[src/rtl/pfc_pkg.sv]
package pfc_pkg;
    typedef enum logic [1:0] {
        F_ARMED     = 2'd0,
        F_SYNC_FILL = 2'd1,
        F_MAN_STOP  = 2'd2,
        F_MAN_RUN   = 2'd3
    } fill_st_e;

    typedef enum logic {
        T_IDLE = 1'b0,
        T_SEND = 1'b1
    } tx_st_e;

    localparam logic [1:0] DM_CONT = 2'b00;
    localparam logic [1:0] DM_BUF  = 2'b01;
endpackage

[src/rtl/pfc_fill.sv]
module pfc_fill
    import pfc_pkg::*;
(
    input  logic clk,
    input  logic rst_n,
    input  logic sync_det_i,
    input  logic fill_manual_i,
    input  logic fill_run_i,
    input  logic fill_clr_i,
    input  logic clr_hold_i,
    output logic fill_en_o,
    output logic fill_stat_o
);
    fill_st_e st_q, st_d;
    logic     clr_ok;

    assign clr_ok = fill_clr_i && !clr_hold_i && !sync_det_i;

    always_ff @(posedge clk or negedge rst_n) begin
        if (!rst_n) st_q <= F_ARMED;
        else        st_q <= st_d;
    end

    always_comb begin
        st_d = st_q;
        unique case (st_q)
            F_ARMED: begin
                if (fill_manual_i)   st_d = F_MAN_STOP;
                else if (sync_det_i) st_d = F_SYNC_FILL;
            end
            F_SYNC_FILL: begin
                if (clr_ok) st_d = F_ARMED;
            end
            F_MAN_STOP: begin
                if (!fill_manual_i)  st_d = F_ARMED;
                else if (fill_run_i) st_d = F_MAN_RUN;
            end
            F_MAN_RUN: begin
                if (!fill_run_i) st_d = F_MAN_STOP;
            end
            default: st_d = F_ARMED;
        endcase
    end

    always_comb begin
        fill_en_o   = 1'b0;
        fill_stat_o = 1'b0;
        unique case (st_q)
            F_SYNC_FILL: begin
                fill_en_o   = 1'b1;
                fill_stat_o = 1'b1;
            end
            F_MAN_RUN: fill_en_o = 1'b1;
            default: ;
        endcase
    end

    AST_CLR_DROPS: assert property (@(posedge clk) disable iff (!rst_n)
        (fill_stat_o && fill_clr_i && !clr_hold_i && !sync_det_i) |=> !fill_stat_o);
    AST_CLR_SYNC_KEEPS: assert property (@(posedge clk) disable iff (!rst_n)
        (fill_stat_o && fill_clr_i && sync_det_i) |=> fill_stat_o);
    AST_HOLD_KEEPS: assert property (@(posedge clk) disable iff (!rst_n)
        (fill_stat_o && clr_hold_i) |=> fill_stat_o);
    AST_MAN_NO_STAT: assert property (@(posedge clk) disable iff (!rst_n)
        (st_q == F_MAN_STOP && fill_manual_i) |=> !fill_stat_o);
endmodule

[src/rtl/pfc_tx.sv]
module pfc_tx
    import pfc_pkg::*;
#(
    parameter int LW = 5
) (
    input  logic          clk,
    input  logic          rst_n,
    input  logic          tx_en_i,
    input  logic [1:0]    mode_i,
    input  logic          tx_sel_i,
    input  logic [LW-1:0] thresh_i,
    input  logic [LW-1:0] fifo_level_i,
    input  logic          fifo_full_i,
    input  logic          fifo_empty_i,
    input  logic          shift_done_i,
    output logic          tx_start_o,
    output logic          tx_done_o,
    output logic          irq0_o
);
    tx_st_e        st_q, st_d;
    logic [1:0]    mode_h;
    logic          sel_h;
    logic [LW-1:0] thr_h;
    logic [1:0]    mode_e;
    logic          sel_e;
    logic [LW-1:0] thr_e;
    logic          thr_flag;
    logic          go;
    logic          start_q, done_q;

    assign mode_e   = (st_q == T_IDLE) ? mode_i   : mode_h;
    assign sel_e    = (st_q == T_IDLE) ? tx_sel_i : sel_h;
    assign thr_e    = (st_q == T_IDLE) ? thresh_i : thr_h;
    assign thr_flag = (fifo_level_i >= thr_e);

    always_comb begin
        go     = 1'b0;
        irq0_o = 1'b0;
        if (mode_e == DM_BUF) begin
            go     = sel_e ? !fifo_empty_i : fifo_full_i;
            irq0_o = !fifo_empty_i;
        end else if (mode_e[1]) begin
            go     = sel_e ? thr_flag : !fifo_empty_i;
            irq0_o = sel_e ? thr_flag : !fifo_empty_i;
        end
    end

    always_comb begin
        st_d = st_q;
        unique case (st_q)
            T_IDLE: if (tx_en_i && go) st_d = T_SEND;
            T_SEND: if (shift_done_i)  st_d = T_IDLE;
            default: st_d = T_IDLE;
        endcase
    end

    always_ff @(posedge clk or negedge rst_n) begin
        if (!rst_n) begin
            st_q    <= T_IDLE;
            start_q <= 1'b0;
            done_q  <= 1'b0;
            mode_h  <= DM_CONT;
            sel_h   <= 1'b0;
            thr_h   <= '0;
        end else begin
            st_q    <= st_d;
            start_q <= (st_q == T_IDLE) && (st_d == T_SEND);
            done_q  <= (st_q == T_SEND) && shift_done_i;
            if (st_q == T_IDLE) begin
                mode_h <= mode_i;
                sel_h  <= tx_sel_i;
                thr_h  <= thresh_i;
            end
        end
    end

    assign tx_start_o = start_q;
    assign tx_done_o  = done_q;

    AST_START_ONE_CYCLE: assert property (@(posedge clk) disable iff (!rst_n)
        tx_start_o |=> !tx_start_o);
    AST_DONE_AFTER_SHIFT: assert property (@(posedge clk) disable iff (!rst_n)
        tx_done_o |-> $past(shift_done_i));
    AST_NO_RESTART_BUSY: assert property (@(posedge clk) disable iff (!rst_n)
        (st_q == T_SEND && !shift_done_i) |=> !tx_start_o);
    AST_CONT_NO_START: assert property (@(posedge clk) disable iff (!rst_n)
        (st_q == T_IDLE && mode_i == DM_CONT) |=> !tx_start_o);
endmodule

[src/rtl/pkt_fifo_ctl.sv]
module pkt_fifo_ctl #(
    parameter int DEPTH = 16,
    parameter int LW    = $clog2(DEPTH + 1)
) (
    input  logic          clk,
    input  logic          rst_n,
    input  logic          sync_det_i,
    input  logic          fill_manual_i,
    input  logic          fill_run_i,
    input  logic          fill_clr_i,
    input  logic          clr_hold_i,
    input  logic [1:0]    mode_i,
    input  logic          tx_sel_i,
    input  logic [LW-1:0] thresh_i,
    input  logic          tx_en_i,
    input  logic [LW-1:0] fifo_level_i,
    input  logic          fifo_full_i,
    input  logic          fifo_empty_i,
    input  logic          shift_done_i,
    output logic          fill_en_o,
    output logic          fill_stat_o,
    output logic          tx_start_o,
    output logic          tx_done_o,
    output logic          irq0_o
);
    pfc_fill u_fill (
        .clk           (clk),
        .rst_n         (rst_n),
        .sync_det_i    (sync_det_i),
        .fill_manual_i (fill_manual_i),
        .fill_run_i    (fill_run_i),
        .fill_clr_i    (fill_clr_i),
        .clr_hold_i    (clr_hold_i),
        .fill_en_o     (fill_en_o),
        .fill_stat_o   (fill_stat_o)
    );

    pfc_tx #(.LW(LW)) u_tx (
        .clk          (clk),
        .rst_n        (rst_n),
        .tx_en_i      (tx_en_i),
        .mode_i       (mode_i),
        .tx_sel_i     (tx_sel_i),
        .thresh_i     (thresh_i),
        .fifo_level_i (fifo_level_i),
        .fifo_full_i  (fifo_full_i),
        .fifo_empty_i (fifo_empty_i),
        .shift_done_i (shift_done_i),
        .tx_start_o   (tx_start_o),
        .tx_done_o    (tx_done_o),
        .irq0_o       (irq0_o)
    );
endmodule

[config.mk]
export PLATFORM = sky130hd
export DESIGN_NAME = pkt_fifo_ctl
export DESIGN_NICKNAME = d
export VERILOG_FILES = /design/src/rtl/pfc_pkg.sv /design/src/rtl/pfc_fill.sv /design/src/rtl/pfc_tx.sv /design/src/rtl/pkt_fifo_ctl.sv
export SDC_FILE = /design/constraint.sdc
export NUM_CORES = 1
export LEC_CHECK = 0
export ABC_AREA = 1
export ABC_CLOCK_PERIOD_IN_PS = 2330
export CORE_MARGIN = 3
export CORE_UTILIZATION = 30
export DETAILED_ROUTE_END_ITERATION = 8
export PLACE_DENSITY = 0.65
export SLEW_MARGIN = 20
export SYNTH_ARGS = -nofsm -noshare
export SYNTH_HDL_FRONTEND = slang
export SYNTH_SLANG_ARGS = --single-unit
[constraint.sdc]
create_clock -name clk -period 2.33 [get_ports clk]
set_input_delay 0.466 -clock clk [delete_from_list [all_inputs] [get_ports clk]]
set_output_delay 0.466 -clock clk [all_outputs]
set_load 0.01 [all_outputs]
**Yosys cells after proc, flatten, opt, wreduce, memory -nomap -nowiden**

Cells that the tools add are included.

- Add/sub/neg operators: 0
- Multipliers: 0
- Divide/modulo/power cells: 0
- Order comparisons: 1
- Equality and inequality tests: 8
- Shifts and indexed selects: 0
- Muxes and demuxes: 20
- Bitwise gates (word level): 1
- Reduce and logical (&&, ||, !) cells: 11

Operators with widths:

| kind | number |
|---|---|
| $mux 2 | 7 |
| $mux 1 | 10 |
| $pmux 2 s4 | 1 |
| $ne 3x3->1 const B | 2 |
| $ge 5x5->1 | 1 |
| $logic_and 1x1->1 | 5 |
| $mux 5 | 1 |
| $eq 2x1->1 const B | 2 |
| $eq 2x2->1 const B | 2 |
| $reduce_and 4->1 | 1 |
| $logic_not 1->1 | 3 |
| $logic_not 2->1 | 1 |
| $ne 2x1->1 const B | 1 |
| $ne 2x2->1 const B | 1 |
| $pmux 1 s2 | 1 |
| $reduce_or 2->1 | 1 |
| $not 1->1 | 1 |

- Flip-flop bits (word level): 13
- Bits in latches: 0
- RAM bits: 0
- Bits in read-only memories: 0
- Output and inout port bits: 5
- Memories: 0

**Longest topological paths before layout**

- Depth in word-level cells: 9
- Gate-level depth with buffers: 14

**By module**

From an unflattened synthesis, not the netlist that was laid out.

- Cell total of the unflattened synthesis: 114
- Area total of the unflattened synthesis: 849.6 um^2

By module, submodules not included:

| module | instances | cells each | area an instance (um^2) | sequential area each (um^2) |
|---|---|---|---|---|
| pfc_tx | 1 | 82 | 661.9 | 275.3 |
| pfc_fill | 1 | 32 | 187.7 | 50.0 |

**Worst setup path before layout**

No wires, ideal clock.

- Kind: reg2out
- Start point: reg u_tx.st_q
- End point: out irq0_o
- Arrival time: 1475 ps
- Data required time: 1864 ps
- Setup slack: 389 ps
- Stages on the path, launching flop included: 10
- Buffers on the path: 0
- Path through: dfrtp_1 > inv_2 > or2_2 > o21ai_1 > ha_1 > a21oi_1 > and2_1 > nand2_1 > nand2_1 > o31ai_1

- Longest elaborated chain between the ends: 5

RTL lines:

| item | line | source |
|---|---|---|
| start, declared | pfc_tx.sv:20 | `tx_st_e st_q, st_d;` |
| start signal, assigned | pfc_tx.sv:66 | `st_q <= st_d;` |
| $mux 5 | pfc_tx.sv:33 | `assign thr_e = (st_q == T_IDLE) ? thresh_i : thr_h;` |
| $ge 5x5->1 | pfc_tx.sv:34 | `assign thr_flag = (fifo_level_i >= thr_e);` |
| $mux 1 | pfc_tx.sv:44 | `irq0_o = sel_e ? thr_flag : !fifo_empty_i;` |
| $mux 1 | pfc_tx.sv:42 | `end else if (mode_e[1]) begin` |
| $mux 1 (*) | pfc_tx.sv:39 | `if (mode_e == DM_BUF) begin` |
| end, declared | pkt_fifo_ctl.sv:24 | `output logic irq0_o` |

Mark *: on every way between the ends. The rest lies on a longest branch, timed or not.

**Final worst setup path**

Same ends and word-level chain as after synthesis.

==> results.ini <==
[status]
outcome=finished, violations left
violations=setup timing

[clock_tree]
htree_levels=1
root_buffer=clkbuf_4
cts_sinks=13
cts_made_buffers=3
clk_latency_ns=0.27
cts_tree=done
clock_path_buffers=2
clk_pin_slew_ns=0.08
cts-hold-fix-buffers=0

[sta]
hold_viol=0
setup_tns_ns=-0.0208
layout_setup_ws_ns=-0.0208
setup_viol=1
worst_clock_skew_ns=0.00303
rsz0062_at_grt=true
fmax_mhz=425
drv_slew=0
post-route-min-period_ns=2.35
relSlewSlack_pct=63.1
period_share_pct=101
timing_worst_slew_pin_value_ns=0.552

[cells_and_area]
nFillCells=236
drive_above_1_share_pct=26.7
syn_to_final_growth_pct=61.9
seqCellArea_um2=325
n_antenna_cell=0
fin_nets=161
final_area_mm2=0.00118
multi_input_area_um2=388

[global_routing]
grt_usage_pct=12.7
grt_max_degree=14
grt.overflow.total=0
grt_antenna_before_repair=0
grt_pass1_vias=724
grt_pass1_wl_um=3040

[placement]
globalplace.congestion=0.756
io_buffer_count=28
place_area_mm2=0.00107
post-dp-hpwl_um=1420

[routing]
drc_errors=0
wl_per_cell_um=11.0
firstDrtPassIters=4
vias=699
totalWireLength_um=1750
ant_nets=0
viasPerCell=4.40
initialDrtViolationCount=6

[die]
dieArea_mm2=0.00307
initial_core_util_pct=32.5
coreArea_mm2=0.00225
rows=17
die_h_um=55.4
num_io_pins=29
dieWidth_um=55.4

[synthesis]
synth_top_area_share_pct=44.4
synth.distinct_cells=19
synth-edff-count=0
synthArstFlopShare_pct=100
synth_area_leaders=dfrtp_1, nand2_1, ha_1
synth_top_area_cell=dfrtp_1
ys_seq_elements=13
mappedNetlistArea_um2=732
yosysMostFrequentCell=nand2_1
synth_area_per_cell_um2=7.96
syn_inst=92
synth_seq_area_share_pct=44.4
synth_ff_type=dfrtp_1
yosys_warnings=0
synthTopCellsByCount=nand2_1, inv_1, dfrtp_1
synth_fp_nets=121

[critical_path]
path_cells=inv_2, or2_4, o21ai_2, ha_1, a21oi_2, and2_1, nand2_1, nand2_2, o31ai_2, buf_2
critPathKind=register to output port
cp_max_fo=6
critPathSlowestCell=dfrtp_1
startpoint_type=register
cp.required_ns=1.86
crit_path_max_incr_delay_ns=0.38
cp.arrival_ns=1.88
end_kind=output port

[run]
drv_cap=0

[min_path]
hp-class=register to register

[pwr]
pwr_density_cell_mw_per_mm2=969
ir_drop_uv=454
p_leak_uw=0.000599

state kept, by name (all words and copies together), names as in the netlist, named ones only:
name / count
u_fill.st_q: 1
u_tx.mode_h: 2
u_tx.sel_h: 1
u_tx.st_q: 1
u_tx.thr_h: 5
u_tx.tx_done_o: 1
u_tx.tx_start_o: 1
stage by stage:
stage          instances  hold WS (ns)  util (%)  total power, uW  setup slack, ns
6_report             159         0.514      52.6             1150          -0.0208
5_1_grt              159         0.566      52.6             1260           -0.146
4_1_cts              159         0.519      50.9             1110          -0.0283
3_5_place_dp         151         0.503      47.6              906           -0.452
3_3_place_gp         151         0.461      47.6              880           -0.417
2_1_floorplan         92         0.170         -              671            0.389
power breakdown:
part	total [uW]	internal, uW	leakage, uW	switching (uW)
Clock	136	66.2	0.0000150	69.6
Combinational	658	342	0.000428	316
Sequential	355	312	0.000156	43.2
Total	1150	720	0.000599	428
worst max-delay path: cells and delay by family (launching register included):
kind	cells	cell delay [ns]
buf+inv	2	0.22
flops	1	0.38
simple gates	4	0.49
compound gates	3	0.26
fa+ha+maj	1	0.28
area by class of cell:
| cell class | instances | share of cell area (%) |
|---|---|---|
| Inverter | 18 | 5.70 |
| Timing Repair Buffer | 37 | 28.9 |
| Multi-Input combinational cell | 59 | 32.7 |
| Tap cell | 28 | 2.96 |
| Clock buffer | 4 | 2.22 |
| Sequential cell | 13 | 27.5 |
repair_timing:
| action | CTS | global route |
|---|---|---|
| gates cloned | 0 | 0 |
| setup buffers | 4 | 0 |
| setup endpoints to repair | 1 | 1 |
| resized for setup | 15 | 7 |
| pin swaps | 8 | 5 |
worst paths after layout:
path	startpoint	slack (ns)	cells after the start	end
worst max-delay path	u_tx.st_q	-0.02	10	irq0_o
worst min-delay path	u_tx.thr_h[0]	0.51	2	u_tx.thr_h[0]
worst min register to register	u_tx.thr_h[0]	0.51	2	u_tx.thr_h[0]
min in group asynchronous	rst_n	0.55	1	u_tx.sel_h
max in group asynchronous	rst_n	1.42	1	u_tx.thr_h[0]
worst max register to register	u_tx.st_q	0.53	12	u_tx.st_q
per-layer routing:
layer | share of wire, % | global-route usage, % | vias up
li1 | - | - | 358
met1 | 40 | 13.3 | 328
met2 | 56 | 22.8 | 11
met3 | 2.4 | 1.64 | 2
met4 | 1.9 | 9.38 | 0
met5 | 0 | 0 | -
layout by cell type (no fill, tap or decap), types with 3 or more instances in the layout:
master	n
buf_4	8
clkbuf_4	3
clkdlybuf4s50_1	24
dfrtp_1	13
dlygate4sd2_1	3
ha_1	3
inv_1	16
nand2_1	22
nand2_2	5
nand3_1	3
nor2_1	5
o21ai_2	3
or2_4	3
cells by family (layout without fill, tap and decap cells):
family / Yosys count / count (layout) / share of synthesized area (%)
buf+inv: 20 / 59 / 10.8
flops: 13 / 13 / 44.4
simple gates: 43 / 43 / 26.8
compound gates: 10 / 10 / 7.86
mux: 1 / 1 / 1.54
fa+ha+maj: 5 / 5 / 8.55
Note: power is estimated with default switching activity, not from simulation.
